==> src/rtl/disp_timing_shadow.sv <==
`timescale 1ns/1ps
module disp_timing_shadow #(
  parameter int HW = 13,
  parameter int VW = 12,
  parameter int AW = 3,
  parameter int DW = 32
) (
  input  logic          clk,
  input  logic          rst_n,
  input  logic          wr_en,
  input  logic [AW-1:0] wr_addr,
  input  logic [DW-1:0] wr_data,
  input  logic [AW-1:0] rd_addr,
  output logic [DW-1:0] rd_data,
  input  logic          fifo_empty,
  output logic          hsync,
  output logic          vsync,
  output logic          de,
  output logic          fetch_strobe
);
  localparam logic [AW-1:0] A_CTRL = AW'(0);
  localparam logic [AW-1:0] A_HLO  = AW'(1);
  localparam logic [AW-1:0] A_HHI  = AW'(2);
  localparam logic [AW-1:0] A_VLO  = AW'(3);
  localparam logic [AW-1:0] A_VHI  = AW'(4);
  localparam logic [AW-1:0] A_STAT = AW'(5);
  localparam int UP = 16;
  localparam logic [HW-1:0] H_ONE = HW'(1);
  localparam logic [VW-1:0] V_ONE = VW'(1);

  typedef struct packed {
    logic          en;
    logic [1:0]    opt;
    logic [HW-1:0] ha, hf, hs, hb;
    logic [VW-1:0] va, vf, vs, vb;
  } tset_t;

  tset_t pend, act;
  logic req, und;
  logic [HW-1:0] hc;
  logic [VW-1:0] vc;

  logic wr_ctrl, clr_und, tim_ok, at_point, load;
  logic [HW-1:0] hs_beg, hs_end, h_tot, pt_h;
  logic [VW-1:0] vs_beg, vs_end, v_tot, pt_v;

  assign wr_ctrl = wr_en && wr_addr == A_CTRL;
  assign clr_und = wr_en && wr_addr == A_STAT && wr_data[0];

  assign hs_beg = act.ha + act.hf;
  assign hs_end = hs_beg + act.hs;
  assign h_tot  = hs_end + act.hb;
  assign vs_beg = act.va + act.vf;
  assign vs_end = vs_beg + act.vs;
  assign v_tot  = vs_end + act.vb;
  assign tim_ok = |act.ha && |act.hs && |act.va && |act.vs && |act.vb;

  always_comb begin
    case (act.opt)
      2'd0:    pt_v = act.va - V_ONE;
      2'd1:    pt_v = vs_beg;
      2'd2:    pt_v = vs_end;
      default: pt_v = v_tot - V_ONE;
    endcase
  end
  assign pt_h     = (act.opt == 2'd0) ? act.ha : '0;
  assign at_point = tim_ok && hc == pt_h && vc == pt_v;
  assign load     = req && (at_point || !tim_ok);

  always_ff @(posedge clk or negedge rst_n) begin
    if (!rst_n) begin
      pend <= '0;
    end else if (wr_en) begin
      case (wr_addr)
        A_CTRL: begin pend.en <= wr_data[0]; pend.opt <= wr_data[9:8]; end
        A_HLO:  begin pend.ha <= wr_data[HW-1:0]; pend.hf <= wr_data[UP+:HW]; end
        A_HHI:  begin pend.hs <= wr_data[HW-1:0]; pend.hb <= wr_data[UP+:HW]; end
        A_VLO:  begin pend.va <= wr_data[VW-1:0]; pend.vf <= wr_data[UP+:VW]; end
        A_VHI:  begin pend.vs <= wr_data[VW-1:0]; pend.vb <= wr_data[UP+:VW]; end
        default: ;
      endcase
    end
  end

  always_ff @(posedge clk or negedge rst_n) begin
    if (!rst_n) begin
      act <= '0;
      req <= 1'b0;
      und <= 1'b0;
    end else begin
      if (load) act <= pend;
      if (wr_ctrl && wr_data[DW-1]) req <= 1'b1;
      else if (load)                 req <= 1'b0;
      if (de && fifo_empty) und <= 1'b1;
      else if (clr_und)     und <= 1'b0;
    end
  end

  always_ff @(posedge clk or negedge rst_n) begin
    if (!rst_n) begin
      hc <= '0;
      vc <= '0;
    end else if (!tim_ok) begin
      hc <= '0;
      vc <= '0;
    end else if (hc >= h_tot - H_ONE) begin
      hc <= '0;
      vc <= (vc >= v_tot - V_ONE) ? '0 : vc + V_ONE;
    end else begin
      hc <= hc + H_ONE;
    end
  end

  assign hsync        = tim_ok && hc >= hs_beg && hc < hs_end;
  assign vsync        = tim_ok && vc >= vs_beg && vc < vs_end;
  assign de           = act.en && tim_ok && hc < act.ha && vc < act.va;
  assign fetch_strobe = act.en && at_point;

  always_comb begin
    rd_data = '0;
    case (rd_addr)
      A_CTRL: begin rd_data[0] = pend.en; rd_data[9:8] = pend.opt; rd_data[DW-1] = req; end
      A_HLO:  begin rd_data[HW-1:0] = pend.ha; rd_data[UP+:HW] = pend.hf; end
      A_HHI:  begin rd_data[HW-1:0] = pend.hs; rd_data[UP+:HW] = pend.hb; end
      A_VLO:  begin rd_data[VW-1:0] = pend.va; rd_data[UP+:VW] = pend.vf; end
      A_VHI:  begin rd_data[VW-1:0] = pend.vs; rd_data[UP+:VW] = pend.vb; end
      A_STAT: rd_data[0] = und;
      default: ;
    endcase
  end

  AST_DE_CLEAR_OF_SYNC: assert property (@(posedge clk) disable iff (!rst_n) de |-> !hsync && !vsync);
  AST_STROBE_SINGLE: assert property (@(posedge clk) disable iff (!rst_n) fetch_strobe |=> !fetch_strobe);
  AST_REQ_CLEAR_POINT: assert property (@(posedge clk) disable iff (!rst_n) $fell(req) |-> $past(at_point || !tim_ok));
  AST_ACTIVE_FROZEN: assert property (@(posedge clk) disable iff (!rst_n) !$past(load) |-> $stable(act));
  AST_UNDERRUN_STICKY: assert property (@(posedge clk) disable iff (!rst_n) $past(und) && !$past(clr_und) |-> und);
endmodule

==> config.mk <==
export PLATFORM = sky130hd
export DESIGN_NAME = disp_timing_shadow
export DESIGN_NICKNAME = d
export VERILOG_FILES = /design/src/rtl/disp_timing_shadow.sv
export SDC_FILE = /design/constraint.sdc
export NUM_CORES = 1
export LEC_CHECK = 0
export BUFFER_PORTS_ARGS = -buffer_cell sky130_fd_sc_hd__buf_2
export CORE_ASPECT_RATIO = 0.9
export CORE_MARGIN = 2
export CORE_UTILIZATION = 55
export DETAILED_ROUTE_END_ITERATION = 12
export PLACE_DENSITY = 0.81
export SLEW_MARGIN = 0
export SYNTH_ARGS = -nofsm -noshare
export SYNTH_HDL_FRONTEND = slang
export SYNTH_SLANG_ARGS = --single-unit
==> constraint.sdc <==
create_clock -name clk -period 10.2 [get_ports clk]
set_input_delay 0 -clock clk [delete_from_list [all_inputs] [get_ports clk]]
set_output_delay 0 -clock clk [all_outputs]
set_load 0.05 [all_outputs]
======== Yosys cells after proc, flatten, opt, wreduce, memory -nomap -nowiden ========
Index checks and enable logic that the tools add are counted.
operators by class
  add/sub/neg operators ................... 11
  $lt $le $gt $ge ......................... 8
  eq/ne operators ......................... 15
  mux-type cells .......................... 19
  reductions and logical operators ........ 37
operators with widths
  operator               count
  $pmux 12 s4            1
  $add 13x13->13         3
  $mux 13                3
  $add 12x12->12         3
  $mux 12                3
  $pmux 12 s3            1
  $reduce_or 12->1       3
  $pmux 7 s4             1
  $ge 13x13->1           2
  $lt 13x13->1           2
  $reduce_or 13->1       2
  $ge 12x12->1           2
  $lt 12x12->1           2
  $sub 12x1->12 const B  2
  $logic_and 1x1->1      20
  $add 13x1->13 const B  1
  $eq 13x13->1           1
  $sub 13x1->13 const B  1
  $add 12x1->12 const B  1
  $eq 12x12->1           1
  $eq 3x2->1 const B     4
  $eq 3x3->1 const B     4
  $pmux 2 s5             1
  $reduce_and 2->1       5
  other kinds (13)       21
storage, ports and cells
  register bits after elaboration ......... 233
  input port bits ......................... 42
  output and inout bits ................... 36
  word-level logic and storage cells ...... 114

======== Logic depth before layout (Yosys ltp) ========
  depth in word-level cells ............... 11
  mapped depth ............................ 32
  depth with buffers taken out ............ 31

======== Worst setup path after synthesis ========
Ideal clock, no wire load.
  path kind ............................... flip-flop to flip-flop
  start point ............................. reg act[40] in the netlist's numbering
  end point ............................... reg vc[6]
  library setup time ...................... 83 ps
  arrival time ............................ 5722 ps
  data required time ...................... 10117 ps
  setup slack ............................. 4395 ps
  cell stages (with the launch flop) ...... 30
  buffers on the path ..................... 3
  period minus slack after synthesis ...... 5805 ps
  cell sequence ........................... dfrtp_1 ha_1 a21o_1 a31oi_1 nand2_1 o311ai_1 inv_1 ha_1 a21oi_1 nand2_1 o211a_1 o21ai_0 nand2b_1 xnor2_1 ha_1 inv_1 ha_1 clkbuf_1 and2_1 o21ai_0 o311ai_0 nor2_1 xor2_1 ha_1 and4_1 buf_1 a21oi_1 clkbuf_1 nand3_1 o21ai_0
on the way
  cells in the longest elaborated chain, start to end .. 8
  elaborated cells between the ends (all ways) .. 13
  those cells by class .................... add/sub: 4; order compare: 1; eq/ne: 1; mux: 3; reduce/logical: 4
ends and longest elaborated chain
  what                    RTL line  RTL
  start, declared         38        tset_t pend, act;
  start signal, assigned  91        if (load) act <= pend;
  $add 12x12->12          53        assign vs_beg = act.va + act.vf;
  $add 12x12->12          54        assign vs_end = vs_beg + act.vs;
  $add 12x12->12          55        assign v_tot = vs_end + act.vb;
  $sub 12x1->12           108       vc <= (vc >= v_tot - V_ONE) ? '0 : vc + V_ONE;
  $ge 12x12->1            108
  $mux 12                 108
  $mux 12                 106       end else if (hc >= h_tot - H_ONE) begin
  $mux 12                 103       end else if (!tim_ok) begin
  end signal, assigned    108
  end, declared           41        logic [VW-1:0] vc;
Parallel ways exist; a longest one is shown, timed or not. The select of a mux whose other input is x is not followed.
A chain may end at the register's enable or synchronous reset.

======== Worst setup path in the final report ========
  start point ............................. reg act[40] in the netlist's numbering
  end point ............................... reg act[2] in the netlist's numbering
on the way
  cells in the longest elaborated chain, start to end .. 9
  elaborated cells between the ends (all ways) .. 16
  those cells by class .................... add/sub: 5; eq/ne: 1; mux: 1; reduce/logical: 9
ends and longest elaborated chain
  what                 RTL line  RTL
  $add 12x12->12       53
  $add 12x12->12       54
  $add 12x12->12       55
  $sub 12x1->12        63        default: pt_v = v_tot - V_ONE;
  $pmux 12 s3          59        case (act.opt)
  $eq 12x12->1         67        assign at_point = tim_ok && hc == pt_h && vc == pt_v;
  $logic_and 1x1->1    67
  $logic_or 1x1->1 *   68        assign load = req && (at_point || !tim_ok);
  $logic_and 1x1->1 *  68
Mark *: on every way between the ends. The rest lies on a longest branch, timed or not.

==> reports/metrics.yaml <==
run_status:
  status: "complete, no violations"
critical_path:
  critPathKind: "flop to flop"
  critical-path-max-stage-delay_ns: 0.88
  worst-path-max-fanout: 84
  reg2reg_slack_ns: 2.45
  path_buf_inv: 3
  endpoint_kind: "flop"
  critPathTopFamily: "compound AO/OA/AOI/OAI gates"
  cp.arrival_ns: 8.18
  cp_num_cells: 26
  reg2reg_depth: 26
  crit_slowest_cell: "a41oi_4"
  worstPathRequired_ns: 10.63
  reg2reg_from: "act[40]"
  r2r-end: "act[2]"
  start_kind: "flop"
  path_common_cell: "ha_1"
timing:
  timing.final.crit_period_ns: 7.75
  tightest_slew_ns: 1.11
  fin_ws_ns: 2.45
  slew_headroom_pct: 25.8
  finalClockSkew_ns: 0.0138
  max_freq_mhz: 129
  hold_viol: 0
  slew_viol_final: 0
  tns_ns: 0
  rsz0062_at_grt: "false"
  setup_viol: 0
  fin_crit_sh_pct: 76.0
floorplan:
  die_h_microns: 171
  core-area_sq_um: 30100
  die_x_microns: 189
  dieArea_sq_um: 32200
  fp-row-count: 60
  initial_utilization_pct: 56.3
  design.portCount: 78
route:
  antenna_left: 0
  drc: 0
  wl_per_cell_microns: 22.7
  viasPerCell: 6.29
  drt_iter0_drc: 1156
  firstDrtPassIters: 8
  drt-total-wl_microns: 48000
  via_count: 13300
global_routing:
  antenna_found_initial: 0
  grt.overflow.total: 0
  grt_pass1_wl_microns: 75200
  grt_max_degree: 110
  grtUsageTotal_pct: 30.1
  grt_pass1_vias: 13300
synthesis:
  ys_ff_latch: 233
  yosysSeqAreaShare_pct: 34.4
  yosysMostFrequentCell: "dfrtp_1"
  ys_warn_count: 0
  ys.flop_type: "dfrtp_1"
  syn_area_sq_um: 17000
  synth.avg_cell_area_sq_um: 10.6
  synth.distinct_cells: 82
  synthTopCellsByCount: "dfrtp_1, ha_1, mux2_2"
  yosysTopAreaCellShare_pct: 34.4
  syn_inst: 1605
  synthArstFlopShare_pct: 100
  synth_edf_count: 0
  synth_top_area_cell: "dfrtp_1"
  synth_area_leaders: "dfrtp_1, ha_1, mux2_2"
clock_tree:
  cts.sinks: 233
  clockBufferDepth: 3
  cts_buffers: 26
  clk_pin_slew_ns: 0.06
  root_buffer: "clkbuf_16"
  clock_latency_ns: 0.55
  h-tree-depth: 1
  cts_tree: "done"
place:
  place_congestion: 0.980
  port_buffers: 67
  hpwl_microns: 35700
  dp_slack_ns: 2.67
worst_hold_path:
  hold_path_class: "input pin to flop"
  hold_depth: 3
  hold_end: "pend[102]"
  worstHoldStart: "wr_addr[0]"
final_layout:
  synthToLayoutAreaGrowth_pct: 11.4
  drive_above_1_share_pct: 21.4
  seq_area_sq_um: 5830
  multi_input_area_sq_um: 10400
  fillers: 2359
  fin_nets: 1919
run:
  cap_violations: 0
[how the worst max path moves through the flow]
stage | startpoint | endpoint | slack, ns
final | act[40] | act[2] | 2.45
after global routing | act[40] | act[3] | 2.11
after CTS | act[40] | act[3] | 2.63
after detailed placement | act[40] | act[2] | 2.67
after global placement | act[36] | act[8] | 2.79
after floorplan | act[40] | vc[6] | 4.39
[kinds of logic after synthesis]
family | after synthesis | share of synthesized area (%)
AO/OA/AOI/OAI | 331 | 14.0
AND/OR/NAND/NOR | 329 | 10.2
flip-flops | 233 | 34.4
multiplexers | 221 | 16.6
buffers and inverters | 194 | 4.95
adder cells (fa/ha/maj) | 190 | 14.3
XOR/XNOR | 106 | 5.57
other | 1 | 0.0221
[through the flow]
stage / cell area (sq um) / cells / hold slack (ns) / util (%)
floorplan: 17000 / 1609 / -0.296 / -
global placement: 17700 / 2033 / 0.0900 / 58.6
detailed placement: 17700 / 2033 / 0.107 / 58.6
CTS: 18900 / 2111 / 0.0357 / 62.7
global route: 18900 / 2111 / 0.0554 / 62.7
finish: 18900 / 2112 / 0.0510 / 62.7
[state kept, by name, summed over array words and instances, names as in the netlist]
signal and flops:
hc 13, pend 103, req 1, vc 12, act 103, und 1
[cell type report]
type / count / area share, %
tap: 403 / 2.67
inverter: 136 / 2.70
antenna: 1 / 0.0133
clock buffer: 39 / 4.08
timing repair buffer: 109 / 3.96
multi-input combinational: 1182 / 54.9
clock inverter: 9 / 0.822
sequential: 233 / 30.9
[timing repair]
item / 4_1_cts / 5_1_grt
setup buffers: 0 / 0
hold buffers: 30 / 0
gates resized for setup: 0 / 0
hold endpoints to repair: 212 / 0
[per-layer routing]
metal / global-route usage [%] / up-vias / part of all wire, %
met1: 42.5 / 6577 / 44
met2: 48.4 / 580 / 45
li1: - / 6013 / -
met5: 0 / - / 0
met3: 3.45 / 117 / 7.6
met4: 10.1 / 0 / 3.3
[worst reg2reg max path, cell delays in order, from the launching register on]
cell,delay (ns)
dfrtp_1,0.47
ha_1,0.40
a21o_1,0.22
a31oi_1,0.22
nand2_1,0.13
o311ai_1,0.67
inv_1,0.11
ha_1,0.36
a21oi_1,0.21
nand2_1,0.09
o211a_1,0.23
o21ai_0,0.19
nand2b_1,0.09
xnor2_1,0.16
ha_1,0.29
inv_1,0.04
ha_1,0.39
or3_1,0.38
nand3_1,0.09
mux2i_1,0.12
nor3_1,0.27
a2bb2oi_1,0.18
mux2i_1,0.17
o21a_1,0.25
a41oi_4,0.88
buf_12,0.51
mux2_2,0.52
[placed cells by master (no fill, tap or decap), types with 52 or more instances in the layout]
cell     count
nor2_1      70
xnor2_1     65
inv_1      134
dfrtp_1    233
ha_1       183
buf_2       66
a21oi_1     76
o21ai_0     52
mux2_2     140
mux2_4      69
nand2_1     59
Power is not shown: default switching activity piles up to over one toggle a cycle in this logic, so the estimate is an artifact.
